### config.mk
export PLATFORM = sky130hd
export DESIGN_NAME = trimcal_seq
export DESIGN_NICKNAME = d
export VERILOG_FILES = /design/src/rtl/trimcal_pkg.sv /design/src/rtl/trimcal_ctrl.sv /design/src/rtl/trimcal_sar_reg.sv /design/src/rtl/trimcal_monmux.sv /design/src/rtl/trimcal_seq.sv
export SDC_FILE = /design/constraint.sdc
export NUM_CORES = 1
export LEC_CHECK = 0
export BUFFER_PORTS_ARGS = -buffer_cell sky130_fd_sc_hd__buf_2
export CAP_MARGIN = 5
export CORE_MARGIN = 4
export CORE_UTILIZATION = 57
export DETAILED_ROUTE_END_ITERATION = 6
export PLACE_DENSITY = 0.89
export SLEW_MARGIN = 20
export SYNTH_ARGS = -nofsm -noshare
export SYNTH_HDL_FRONTEND = slang
export SYNTH_SLANG_ARGS = --single-unit
### constraint.sdc
create_clock -name clk -period 2.7 [get_ports clk]
set_clock_uncertainty 0.2 [all_clocks]
set_input_delay 0 -clock clk [delete_from_list [all_inputs] [get_ports clk]]
set_output_delay 0 -clock clk [all_outputs]
set_load 0.05 [all_outputs]
### src/rtl/trimcal_pkg.sv
package trimcal_pkg;
   localparam int unsigned N_STEP = 4;

   typedef enum logic [2:0] {
      STEP_IDLE   = 3'd0,
      STEP_OFFSET = 3'd1,
      STEP_PWIDTH = 3'd2,
      STEP_RISE   = 3'd3,
      STEP_FALL   = 3'd4
   } step_e;

   typedef enum logic [1:0] {
      SEQ_IDLE = 2'd0,
      SEQ_RUN  = 2'd1,
      SEQ_WRAP = 2'd2
   } seq_e;

   typedef enum logic [1:0] {
      TM_NORMAL = 2'b00,
      TM_PUMP   = 2'b01,
      TM_PHASE  = 2'b10,
      TM_SPARE  = 2'b11
   } tmode_e;
endpackage

### src/rtl/trimcal_ctrl.sv
module trimcal_ctrl
   import trimcal_pkg::*;
#(
   parameter int unsigned TRIM_W = 6,
   parameter int unsigned SETTLE = 16,
   localparam int unsigned BIT_W = $clog2(TRIM_W),
   localparam int unsigned CNT_W = (SETTLE > 1) ? $clog2(SETTLE) : 1
) (
   input  logic             clk,
   input  logic             rst_n,
   input  logic             start_wr,
   input  logic             sleep,
   output logic             busy,
   output logic             launch,
   output logic             finish,
   output logic             abort,
   output logic             decide,
   output logic [1:0]       step_idx,
   output logic [BIT_W-1:0] bit_idx,
   output logic [2:0]       step_sel
);
   localparam logic [CNT_W-1:0] CNT_LAST  = CNT_W'(SETTLE - 1);
   localparam logic [BIT_W-1:0] BIT_TOP   = BIT_W'(TRIM_W - 1);
   localparam logic [1:0]       STEP_LAST = 2'(N_STEP - 1);

   seq_e             state;
   logic [CNT_W-1:0] cnt;
   logic [2:0]       step_num;

   assign busy   = (state != SEQ_IDLE);
   assign launch = (state == SEQ_IDLE) && start_wr && !sleep;
   assign abort  = busy && sleep;
   assign decide = (state == SEQ_RUN) && !sleep && (cnt == CNT_LAST);
   assign finish = (state == SEQ_WRAP) && !sleep;

   always_ff @(posedge clk or negedge rst_n) begin
      if (!rst_n) begin
         state    <= SEQ_IDLE;
         cnt      <= '0;
         step_idx <= '0;
         bit_idx  <= BIT_TOP;
      end else if (abort) begin
         state <= SEQ_IDLE;
      end else begin
         unique case (state)
            SEQ_IDLE: begin
               if (launch) begin
                  state    <= SEQ_RUN;
                  cnt      <= '0;
                  step_idx <= '0;
                  bit_idx  <= BIT_TOP;
               end
            end
            SEQ_RUN: begin
               if (decide) begin
                  cnt <= '0;
                  if (bit_idx == '0) begin
                     bit_idx <= BIT_TOP;
                     if (step_idx == STEP_LAST) state <= SEQ_WRAP;
                     else step_idx <= step_idx + 2'd1;
                  end else begin
                     bit_idx <= bit_idx - 1'b1;
                  end
               end else begin
                  cnt <= cnt + 1'b1;
               end
            end
            SEQ_WRAP: state <= SEQ_IDLE;
            default:  state <= SEQ_IDLE;
         endcase
      end
   end

   assign step_num = {1'b0, step_idx} + 3'd1;
   assign step_sel = busy ? step_num : 3'(STEP_IDLE);
endmodule

### src/rtl/trimcal_sar_reg.sv
module trimcal_sar_reg #(
   parameter int unsigned TRIM_W = 6,
   localparam int unsigned BIT_W = $clog2(TRIM_W)
) (
   input  logic              clk,
   input  logic              rst_n,
   input  logic              launch,
   input  logic              finish,
   input  logic              sel,
   input  logic              busy,
   input  logic [BIT_W-1:0]  bit_idx,
   input  logic              cmp_above,
   output logic [TRIM_W-1:0] code
);
   localparam logic [TRIM_W-1:0] MID = TRIM_W'(1) << (TRIM_W - 1);

   logic [TRIM_W-1:0] work;
   logic [TRIM_W-1:0] keep;
   logic [TRIM_W-1:0] nxt;

   always_comb begin
      nxt = work;
      if (cmp_above) nxt[bit_idx] = 1'b0;
      if (bit_idx != '0) nxt[bit_idx - 1'b1] = 1'b1;
   end

   always_ff @(posedge clk or negedge rst_n) begin
      if (!rst_n) begin
         work <= MID;
         keep <= MID;
      end else begin
         if (launch)   work <= MID;
         else if (sel) work <= nxt;
         if (finish)   keep <= work;
      end
   end

   assign code = busy ? work : keep;
endmodule

### src/rtl/trimcal_monmux.sv
module trimcal_monmux
   import trimcal_pkg::*;
#(
   parameter bit REG_OUT = 1'b0
) (
   input  logic       clk,
   input  logic       rst_n,
   input  logic [1:0] test_sel,
   input  logic       done,
   input  logic       chg_sig,
   input  logic       dis_sig,
   input  logic       pc_clk,
   input  logic       pc_dat,
   output logic       mon0_oe,
   output logic       mon0_val,
   output logic       mon1_test,
   output logic       mon1_val
);
   logic [3:0] pick;

   always_comb begin
      unique case (tmode_e'(test_sel))
         TM_PUMP:  pick = {1'b1, chg_sig, 1'b1, dis_sig};
         TM_PHASE: pick = {1'b1, pc_clk, 1'b1, pc_dat};
         default:  pick = {done, 1'b0, 1'b0, 1'b0};
      endcase
   end

   generate
      if (REG_OUT) begin : g_reg
         logic [3:0] pick_q;
         always_ff @(posedge clk or negedge rst_n) begin
            if (!rst_n) pick_q <= '0;
            else        pick_q <= pick;
         end
         assign {mon0_oe, mon0_val, mon1_test, mon1_val} = pick_q;
      end else begin : g_comb
         assign {mon0_oe, mon0_val, mon1_test, mon1_val} = pick;
      end
   endgenerate
endmodule

### src/rtl/trimcal_seq.sv
module trimcal_seq
   import trimcal_pkg::*;
#(
   parameter int unsigned TRIM_W  = 6,
   parameter int unsigned SETTLE  = 16,
   parameter bit          MON_REG = 1'b0,
   localparam int unsigned BIT_W  = $clog2(TRIM_W),
   localparam int unsigned CODE_W = N_STEP * TRIM_W
) (
   input  logic              clk,
   input  logic              rst_n,
   input  logic              start_wr,
   input  logic              bypass,
   input  logic              sleep,
   input  logic [1:0]        test_sel,
   input  logic              cmp_above,
   input  logic              chg_sig,
   input  logic              dis_sig,
   input  logic              pc_clk,
   input  logic              pc_dat,
   output logic              start_bit,
   output logic [2:0]        step_sel,
   output logic [CODE_W-1:0] trim_code,
   output logic              trim_apply,
   output logic              analog_en,
   output logic              mon0_oe,
   output logic              mon0_val,
   output logic              mon1_test,
   output logic              mon1_val
);
   generate
      if (TRIM_W < 2 || TRIM_W > 16) begin : g_bad_width
         $error("trimcal_seq: TRIM_W must lie in 2..16");
      end
      if (SETTLE < 1 || SETTLE > 65536) begin : g_bad_settle
         $error("trimcal_seq: SETTLE must lie in 1..65536");
      end
   endgenerate

   logic             busy, launch, finish, abort, decide;
   logic [1:0]       step_idx;
   logic [BIT_W-1:0] bit_idx;
   logic             done;

   trimcal_ctrl #(.TRIM_W(TRIM_W), .SETTLE(SETTLE)) u_ctrl (
      .clk      (clk),
      .rst_n    (rst_n),
      .start_wr (start_wr),
      .sleep    (sleep),
      .busy     (busy),
      .launch   (launch),
      .finish   (finish),
      .abort    (abort),
      .decide   (decide),
      .step_idx (step_idx),
      .bit_idx  (bit_idx),
      .step_sel (step_sel)
   );

   generate
      for (genvar s = 0; s < N_STEP; s++) begin : g_step
         trimcal_sar_reg #(.TRIM_W(TRIM_W)) u_sar (
            .clk       (clk),
            .rst_n     (rst_n),
            .launch    (launch),
            .finish    (finish),
            .sel       (decide && (step_idx == 2'(s))),
            .busy      (busy),
            .bit_idx   (bit_idx),
            .cmp_above (cmp_above),
            .code      (trim_code[s*TRIM_W +: TRIM_W])
         );
      end
   endgenerate

   always_ff @(posedge clk or negedge rst_n) begin
      if (!rst_n)      done <= 1'b0;
      else if (launch) done <= 1'b0;
      else if (finish) done <= 1'b1;
   end

   trimcal_monmux #(.REG_OUT(MON_REG)) u_mon (
      .clk       (clk),
      .rst_n     (rst_n),
      .test_sel  (test_sel),
      .done      (done),
      .chg_sig   (chg_sig),
      .dis_sig   (dis_sig),
      .pc_clk    (pc_clk),
      .pc_dat    (pc_dat),
      .mon0_oe   (mon0_oe),
      .mon0_val  (mon0_val),
      .mon1_test (mon1_test),
      .mon1_val  (mon1_val)
   );

   assign start_bit  = busy;
   assign trim_apply = busy || !bypass;
   assign analog_en  = !sleep;
endmodule

# ---- Yosys cells after proc, flatten, opt, wreduce, memory -nomap -nowiden
# Index checks and enable logic that the tools add are counted.
# Widths: inputs -> output; s select.
dict set report totals {
  out_inout_bits 34
  reg_bits 60
  elab_cells 123
}
dict set report classes {
  add_sub_neg 4
  reduce_logical 30
  muxes 46
  magnitude_cmp 4
  bitwise 10
  eq_ne 16
}
# operator count
set ops {}
lappend ops {{$mux 6} 20}
lappend ops {{$and 6x6->6} 4}
lappend ops {{$or 6x6->6} 4}
lappend ops {{$mux 2} 9}
lappend ops {{$pmux 4 s2} 2}
lappend ops {{$reduce_bool 2->1} 7}
lappend ops {{$logic_and 1x1->1} 12}
lappend ops {{$mux 3} 4}
lappend ops {{$ne 3x3->1 const B} 3}
lappend ops {{$eq 2x2->1 const B} 4}
lappend ops {{$lt 3x4->1 const B} 2}
lappend ops {{$mux 4} 2}
lappend ops {{$pmux 2 s2} 2}
lappend ops {{$reduce_and 4->1} 2}
lappend ops {{$demux 1 s3} 2}
lappend ops {{$eq 2x1->1 const B} 3}
lappend ops {{$ge 3x1->1 const B} 2}
lappend ops {{$ne 2x2->1 const B} 3}
lappend ops {{$not 6->6} 1}
lappend ops {{$pmux 3 s2} 1}
lappend ops {{$reduce_and 6->1} 1}
lappend ops {{$add 4x1->4 const B} 1}
lappend ops {{$eq 4x4->1 const B} 1}
lappend ops {{$logic_not 2->1} 2}
lappend ops {{12 further kinds} 16}

# ---- Longest topological paths before layout
# Gate-level depths: netlist of run 1.
dict set report depth {
  word_depth 11
  mapped_depth 7
  depth_no_buf 6
}

# ---- By module
# Synthesis of run 1 repeated with hierarchy kept, for this count alone.
dict set report hier_totals {
  cells_unflattened 318
  area_unflattened_um2 3480.8
}
# module cells_each area_per_inst_um2 seq_area_each_um2 instances
set modules_own_cells {}
lappend modules_own_cells {{trimcal_sar_reg at g_step[1].u_sar ...} 55 646.9 302.8 2}
lappend modules_own_cells {{trimcal_sar_reg at g_step[0].u_sar} 64 709.4 302.8 1}
lappend modules_own_cells {trimcal_ctrl 73 704.4 277.8 1}
lappend modules_own_cells {{trimcal_sar_reg at g_step[3].u_sar} 53 625.6 302.8 1}
lappend modules_own_cells {trimcal_seq 8 82.6 25.0 1}
lappend modules_own_cells {trimcal_monmux 10 65.1 0.0 1}

# ---- Worst setup path after synthesis of run 1
# No wires, ideal clock.
dict set report synth_timing {
  kind {register to register}
  startpoint {register u_ctrl.bit_idx[0]}
  endpoint {register g_step[1].u_sar.work[5]}
  required_time_ns 2.418
  setup_time_ns 0.082
  path_stages_with_launch 8
  synth_period_minus_slack_ns 1.977
  arrival_time_ns 1.695
  path_slack_ns 0.723
  path_cell_list {dfstp_2 -> buf_2 -> inv_1 -> ha_1 -> ha_1 -> nor2b_1 -> nand3_1 -> o211ai_1}
}
dict set report synth_via {
  elab_chain_cells 11
}
# item line
set synth_rtl {}
lappend synth_rtl {{start: declaration} trimcal_ctrl.sv:19} ;# output logic [BIT_W-1:0] bit_idx,
lappend synth_rtl {{start signal: assignment} trimcal_ctrl.sv:62} ;# bit_idx <= bit_idx - 1'b1;
lappend synth_rtl {{branches (longest 8 deep; another with $lt 3x4->1)} --}
lappend synth_rtl {{$mux 6 (*)} trimcal_sar_reg.sv:24} ;# if (bit_idx != '0) nxt[bit_idx - 1'b1] = 1'b1;
lappend synth_rtl {{$mux 6 (*)} trimcal_sar_reg.sv:33} ;# else if (sel) work <= nxt;
lappend synth_rtl {{$mux 6 (*)} trimcal_sar_reg.sv:32} ;# if (launch) work <= MID;
lappend synth_rtl {{end signal: assignment} trimcal_sar_reg.sv:33}
lappend synth_rtl {{end: declaration} trimcal_sar_reg.sv:17} ;# logic [TRIM_W-1:0] work;
# Every way passes the cells marked *. The select of a mux whose other input is x is not followed.
# A chain may end at the register's enable or synchronous reset.

# ---- Worst setup path in the final report of run 1
dict set report layout_timing {
  startpoint {register u_ctrl.cnt[0]}
  endpoint {register u_ctrl.cnt[2]}
}
dict set report layout_via {
  elab_chain_cells 4
}
# item line
set layout_rtl {}
lappend layout_rtl {{start: declaration} trimcal_ctrl.sv:27} ;# logic [CNT_W-1:0] cnt;
lappend layout_rtl {{start signal: assignment} trimcal_ctrl.sv:65} ;# cnt <= cnt + 1'b1;
lappend layout_rtl {{branches (longest 2 deep; another with $add 4x1->4)} --}
lappend layout_rtl {{$mux 4 (*)} trimcal_ctrl.sv:55} ;# if (decide) begin
lappend layout_rtl {{$pmux 4 s2 (*)} trimcal_ctrl.sv:45} ;# unique case (state)
# Every way passes the cells marked *.

==> implementation parameters, run 1 <==
Parameter                              Value

Route
  Total number of vias ... around 2500
  Final antenna-violating net count ... 0
  Met3 Wirelength ... approximately 560 um
  Highest layer used for signal routing ... met4
  DRC marker count from the first detailed-route iteration ... 269
  Met1 Wirelength ... roughly 3000 um
  Drc violations ... 0
  Total detailed-routing wirelength ... around 7400 um
  Drt first pass iters ... 5
  WL met2 ... between 3000 and 4000 um
  Avg WL per Cell ... between 15 and 20 um
  DR vias/cell ... 6.23

Synth
  Warning count from the yosys run ... 0
  Sequential fraction of the synthesis area ... a little under half
  Area of the mapped netlist ... approximately 3200 um^2
  Async set-reset flop share out of synthesis ... 100%
  Number of distinct library cells after synthesis ... 44
  Most common flop cell mapped by yosys ... dfrtp_1
  Number of synthesized register bits ... 60
  Instance count of the mapped netlist ... 283
  Number of flops mapped to enable cells by yosys ... 0
  Syn avg cell area ... approximately 11 um^2
  Net Count, Synth ... a little over 300

STA
  Post-route worst hold slack ... ~0.11 ns
  Setup repair after global routing missed its margin ... no
  Measured slew at the worst slew-check pin ... between 0.7 and 0.8 ns
  Final critical-path required period ... around 2.5 ns
  Share of the clock period used by the worst path ... between 90% and 100%
  Hold violation total from the final report ... 0
  Max transition margin ... roughly half
  Maximum frequency from static timing analysis ... between 0.4 and 0.5 GHz
  Number of max-slew violations in the final report ... 0
  Final setup violating endpoints ... 0
  Setup TNS ... 0 ns
  Final setup margin ... approximately 0.21 ns

Setup path
  Category of the worst setup path launch point ... register
  Endpoint type of the worst setup path ... register
  First element of the critical path ... u_ctrl.cnt[0]$_DFFE_PN0P_
  Critical path class ... register to register
  Startpoint of the worst-slack reg-to-reg timing path ... u_ctrl.cnt[0]$_DFFE_PN0P_
  Max Fanout on Critical Path ... 4
  Data arrival time of the critical path ... 2.51 ns
  Required time of the critical path ... ~2.7 ns

Global route
  Pin count of the biggest net entering global routing ... 61
  Vias in the first global route ... about 2600
  Number of antenna violations at the first check in global routing ... 0
  Wire length of the first global-routing pass ... roughly 12000 um
  Gr ovfl total ... 0
  Overall global routing resource usage ... around 24%

Floorplan
  Placeable core region ... 5270 um^2
  Die boundary height ... 82.8 um
  Die width ... 82.8 um
  Die footprint ... around 7000 um^2
  Top Ports ... between 40 and 50
  Count of standard-cell rows ... 26
  Initial Util ... 60.4%

Placement
  Final GP Congestion ... approximately 0.9
  Number of placed instances with taps included ... 386
  Port Buffer Count ... 45
  Post-detail-place hpwl ... 4860 um
  Pre-CTS setup slack ... between 0.5 and 0.6 ns

Final layout
  Net count of the finished layout ... between 300 and 400
  Diodes inserted ... 0
  Area delta synth->final ... 16.7%
  Non-filler instance count after layout ... about 410
  Ratio of cells with drive above 1 in the final layout ... 38.2%

Clock network
  Longest Clk Path Bufs ... 2
  Sink Count ... 60
  Inserted Clock Buffers ... 9
  Clock-pin slew of the registers on the worst-case setup and hold paths ... approximately 0.06 ns
  H-Tree Level Count ... 3
  Buffer cell driving the clock tree root ... clkbuf_8
  Clock latency of the later-clocked register in the worst-skew pair ... about 0.34 ns
  CTS tree ... yes

Power
  Leakage dissipation ... between 1.5 and 2 nW
  Total chip power ... 0.00209 W
  Total power per unit cell area ... 561 nW/um^2
  Peak VDD IR ... about 0.35 mV

Worst hold path
  Hold path start ... bypass
  Type of the most critical hold path ... input pin to primary output

Outcome
  Run status ... completed

Job
  Max-cap violation count ... 0
## cells in the mapped netlist (9+ instances only)
| cell | n | share of area, % |
|---|---|---|
| o22ai_1 | 14 | 2.7 |
| nand2_1 | 21 | 2.5 |
| dfstp_2 | 10 | 8.2 |
| mux2_2 | 46 | 16 |
| nand3_1 | 11 | 1.7 |
| inv_1 | 12 | 1.4 |
| nor3_1 | 11 | 1.7 |
| ha_1 | 9 | 3.5 |
| buf_2 | 9 | 1.4 |
| dfrtp_1 | 50 | 39 |
## repair_timing
action	CTS	global route
hold buffers	6	0
resized for setup	0	1
setup buffers	0	0
endpoints found under the hold margin	56	0
setup endpoints to repair	0	1
## kinds of logic after synthesis
logic type	share of synthesized area, %
AO/OA/AOI/OAI	11.0
adder cells (fa/ha/maj)	3.54
buffers and inverters	5.07
flip-flops	47.5
multiplexers	17.3
AND/OR/NAND/NOR	15.6
## cells in the final DEF, fill, tap and decap left out, drive strengths merged, types with 10 or more instances in the layout
| master | netlist | routed |
|---|---|---|
| nand3 | 11 | 11 |
| dfrtp | 50 | 50 |
| buf | 15 | 51 |
| dfstp | 10 | 10 |
| nor3 | 11 | 11 |
| inv | 12 | 12 |
| nand2 | 21 | 21 |
| o22ai | 14 | 14 |
| clkbuf | 3 | 12 |
| mux2 | 48 | 48 |
## final timing paths
check,end,slack [ns],cells after the start
min in group asynchronous,u_ctrl.cnt[2]$_DFFE_PN0P_,0.14,3
worst min-delay path,trim_apply,0.11,3
max in group asynchronous,u_ctrl.state[0]$_DFFE_PN0P_,1.59,3
worst max-delay path,u_ctrl.cnt[2]$_DFFE_PN0P_,0.21,6
worst min register to register,done$_DFFE_PN0P_,0.29,1
worst max register to register,u_ctrl.cnt[2]$_DFFE_PN0P_,0.21,6
## per-stage QoR
step                      utilization [%]  cell area (um^2)
after floorplan                         -              3190
after global placement               65.1              3430
after detailed placement             65.1              3430
after CTS                            70.5              3720
after global routing                 70.6              3720
final                                70.6              3720
## sequential cells by signal, indices dropped and copies added, names as in the netlist
register           cells
u_ctrl.step_idx        2
done                   1
u_ctrl.cnt             4
g_step.u_sar.keep     24
u_ctrl.state           2
u_ctrl.bit_idx         3
g_step.u_sar.work     24
## where the power goes
part | switching [W] | internal, W | leakage, nW
Clock | 0.000359 | 0.000569 | 0.113
Combinational | 0.000149 | 0.0000720 | 0.880
Sequential | 0.0000219 | 0.000916 | 0.795
## worst max-delay path, stage by stage (launching register included)
cell           delay (ns)
dfrtp_1              0.39
ha_1                 0.23
nor3b_1              0.07
o41ai_1              0.25
dlygate4sd3_1        0.59
o21ai_0              0.08
dlygate4sd3_1        0.57
## routing by layer
layer	up-vias	track usage (%)
met4	0	12.7
met2	122	40.0
met1	1247	30.8
li1	1148	-
met3	23	4.12
met5	-	0
## area by class of cell
type / instances / area (um^2)
fillers: 374 / 1550
flip-flops and latches: 60 / 1520
multi-input cells: 193 / 1510
repair buffers: 57 / 330
clock buffers: 12 / 155
well taps: 70 / 87.6
clock inverters: 4 / 72.6
inverters: 12 / 45.0
Power figures use the tool's default switching activity.
==> run 2: changes to the inputs <==
Settings changed: ABC_AREA from default to 1, REMOVE_ABC_BUFFERS from default to 1.
==> run 2 against run 1 <==
  * The flow now finishes with violations (design-rule violations)
  * Worst setup slack improved by 0.29 ns
  * Utilization barely moved
  * Sequential share of layout area rose by 0.23 points
  * Critical path depth fell by 1
  * Synthesized cell count rose by 46%
  * Sequential cell count did not move
  * Power rose by 93%
  * Cell area fell by 0.64%
  * Routed wire length fell by 0.88%
  * Clock-buffer cell count fell by 3
  * Final cell count rose by 33%
==> implementation parameters, run 2 <==
Parameter                              Value

Outcome
  Run status ... complete, but fails checks
  Failing checks ... design-rule violations

Floorplan
  Die width ... 82.4 um (-0.42%)
  Initial Util ... 60.2% (-0.20 points)
  Die boundary height ... 82.4 um (-0.42%)
  Die footprint ... 6790 um^2 (-0.84%)
  Top Ports ... 46 (unchanged)
  Placeable core region ... 5240 um^2 (-0.62%)
  Count of standard-cell rows ... 26 (unchanged)

Setup path
  Endpoint type of the worst setup path ... primary output
  Data arrival time of the critical path ... 2.00 ns (-0.51 ns)
  Required time of the critical path ... 2.50 ns (-0.22 ns)
  Register-to-register path setup slack ... 0.63 ns (+0.42 ns)
  Category of the worst setup path launch point ... register
  Max Fanout on Critical Path ... 29 (+25)
  Critical path class ... register to primary output
  Number of cells on the worst reg-to-reg path ... 9 (+3)

Global route
  Gr ovfl total ... 0 (unchanged)
  Overall global routing resource usage ... 24.9% (+0.56 points)
  Wire length of the first global-routing pass ... 12700 um (+1.8%)
  Pin count of the biggest net entering global routing ... 49 (-20%)
  Vias in the first global route ... 2805 (+8.8%)
  Number of antenna violations at the first check in global routing ... 0 (unchanged)

Clock network
  Buffer cell driving the clock tree root ... clkbuf_8
  H-Tree Level Count ... 3 (unchanged)
  CTS tree ... yes
  Setup Fix Bufs, Post-CTS ... 0 (unchanged)
  Clock-pin slew of the registers on the worst-case setup and hold paths ... 0.07 ns (about the same)
  Longest Clk Path Bufs ... 2 (unchanged)
  Clock latency of the later-clocked register in the worst-skew pair ... 0.35 ns (about the same)
  Inserted Clock Buffers ... 9 (unchanged)
  Sink Count ... 60 (unchanged)

Placement
  Post-detail-place hpwl ... 5080 um (+4.4%)
  Final GP Congestion ... 0.944 (+4.7%)
  Port Buffer Count ... 45 (unchanged)
  Number of placed instances with taps included ... 521 (+35%)
  Placed cell area ... 3440 um^2 (+0.29%)
  Pre-CTS setup slack ... 0.698 ns (+0.184 ns)

Final layout
  Biggest registers after layout ... g_step.u_sar.keep x24, g_step.u_sar.work x24, u_ctrl.cnt x4
  Diodes inserted ... 0 (unchanged)
  Commonest non-fill, non-tap cell in the layout ... nand2_1
  Layout fillers ... 439 (+17%)
  Commonest cells after routing, fill and taps aside ... nand2_1, o21ai_0, inv_1, dfrtp_1, buf_2
  Non-filler instance count after layout ... 541 (+33%)
  Ratio of cells with drive above 1 in the final layout ... 20.0% (-18 points)
  Area occupied by multi-input gates ... 1380 um^2 (-8.9%)
  Sequential cell area ... 1510 um^2 (about the same)
  Area of all placed cells without fillers ... 3690 um^2 (-0.64%)
  Area delta synth->final ... 17.1%
  Net count of the finished layout ... 487 (+38%)

STA
  Number of max-slew violations in the final report ... 0 (unchanged)
  Final setup violating endpoints ... 0 (unchanged)
  Share of the clock period used by the worst path ... 81.5% (-11 points)
  Hold violation total from the final report ... 0 (unchanged)
  Max transition margin ... 50.5% (+1.4 points)
  Final critical-path required period ... 2.20 ns (-0.292 ns)
  Measured slew at the worst slew-check pin ... 0.742 ns (-0.0219 ns)
  Maximum frequency from static timing analysis ... 0.454 GHz (+13%)
  Final setup margin ... 0.499 ns (+0.292 ns)
  Setup repair after global routing missed its margin ... no
  Setup TNS ... 0 ns (unchanged)

Job
  Max-cap violation count ... 0 (unchanged)

Route
  DRC marker count from the first detailed-route iteration ... 205 (-24%)
  Drc violations ... 15 (+15)
  Total detailed-routing wirelength ... 7350 um (-0.88%)
  Final antenna-violating net count ... 0 (unchanged)
  Avg WL per Cell ... 13.6 um (-25%)
  Total number of vias ... 2847 (+12%)
  Drt first pass iters ... 7 (+2)
  DR vias/cell ... 5.26 (-15%)

Synth
  Ranking of synthesized cells by area ... dfrtp_1, nand2_1, o21ai_0, dfstp_2, inv_1
  Most frequent cell after synthesis ... nand2_1
  Number of flops mapped to enable cells by yosys ... 0 (unchanged)
  Number of distinct library cells after synthesis ... 25 (-43%)
  Syn avg cell area ... 7.64 um^2 (-32%)
  Number of synthesized register bits ... 60 (unchanged)
  Async set-reset flop share out of synthesis ... 100% (unchanged)
  Instance count of the mapped netlist ... 413 (+46%)
  Sequential fraction of the synthesis area ... 48.0% (+0.45 points)
  Most numerous cell types in the synthesized netlist ... nand2_1, o21ai_0, inv_1, dfrtp_1, o21ai_1
  Share of Yosys cell area claimed by the top area cell type ... 39.7% (+0.37 points)
  Most common flop cell mapped by yosys ... dfrtp_1
  Area of the mapped netlist ... 3160 um^2 (-0.94%)
  Warning count from the yosys run ... 0 (unchanged)
  Synth area leader ... dfrtp_1

Worst hold path
  Type of the most critical hold path ... input pin to async pin

Power
  Leakage dissipation ... 1.92 nW (+7.6%)
  Peak VDD IR ... 0.660 mV (+91%)
  Total power per unit cell area ... 1090 nW/um^2 (+94%)
  Total chip power ... 0.00403 W (+93%)
[run 2: changes by cell type after synthesis, moves of 7 or more]
cell     before  now
o22ai_1      14    1
nand2_2       0    7
o21ai_0       7   55
nor4_1        7    0
nor3_1       11    3
inv_1        12   51
o21ai_1       0   19
mux2_2       46    0
nand2_1      21  157
[run 2: cells by family (layout without fill, tap and decap cells)]
group           after synthesis  count (layout)  synth area share [%]
compound gates               84              84                  14.0
flops                        60              60                  48.0
simple gates                196             196                  25.9
xor+xnor                      1               1                 0.278
fa+ha+maj                     9               9                  3.57
buf+inv                      63             121                  8.33
[run 2: layer usage]
layer / vias to the layer above / share of wire [%] / GRT usage [%]
li1: 1406 / - / -
met1: 1331 / 43 / 30.2
met2: 93 / 49 / 42.4
met3: 17 / 5.3 / 4.34
met4: 0 / 2.3 / 12.6
met5: - / 0 / 0
[run 2: worst paths after layout]
path / endpoint / startpoint
max: trim_code[4] / u_ctrl.state[1]$_DFFE_PN0P_
min: g_step[1].u_sar.keep[4]$_DFFE_PN0P_ / rst_n
max reg2reg: g_step[0].u_sar.work[0]$_DFFE_PN0P_ / u_ctrl.bit_idx[0]$_DFFE_PN1P_
min reg2reg: g_step[1].u_sar.work[5]$_DFFE_PN1P_ / g_step[1].u_sar.work[5]$_DFFE_PN1P_
max in group asynchronous: g_step[0].u_sar.keep[5]$_DFFE_PN1P_ / rst_n
min in group clk: trim_apply / bypass
[run 2: layout make-up]
| class | count | area share [%] |
|---|---|---|
| Tap cell | 70 | 2.37 |
| Multi-Input combinational cell | 290 | 37.3 |
| Inverter | 53 | 5.38 |
| Timing Repair Buffer | 52 | 8.13 |
| Sequential cell | 60 | 41.0 |
| Clock inverter | 7 | 2.47 |
| Clock buffer | 9 | 3.35 |
[run 2: repair_timing]
action	4_1_cts	5_1_grt
endpoints found under the hold margin	69	0
hold buffers	4	0
endpoints found under the setup margin	0	0
gates resized for setup	0	0
[run 2: power breakdown]
group | internal [W] | switching, W | total (W)
registers | 0.00118 | 0.000164 | 0.00134
logic | 0.000448 | 0.00134 | 0.00179
clock network | 0.000516 | 0.000380 | 0.000896
[run 2: worst max-delay path, cell delays in order (launching register included)]
cell     delay [ns]
dfrtp_1        0.45
nor2_4         0.52
buf_12         0.24
nand2_1        0.05
o21ai_0        0.07
buf_2          0.29
[run 2: per-stage QoR]
step	util (%)	hold slack [ns]
2_1_floorplan	-	-0.496
3_3_place_gp	65.7	-0.163
3_5_place_dp	65.7	-0.166
4_1_cts	70.5	0.00103
5_1_grt	70.5	0.0417
6_report	70.5	0.00708
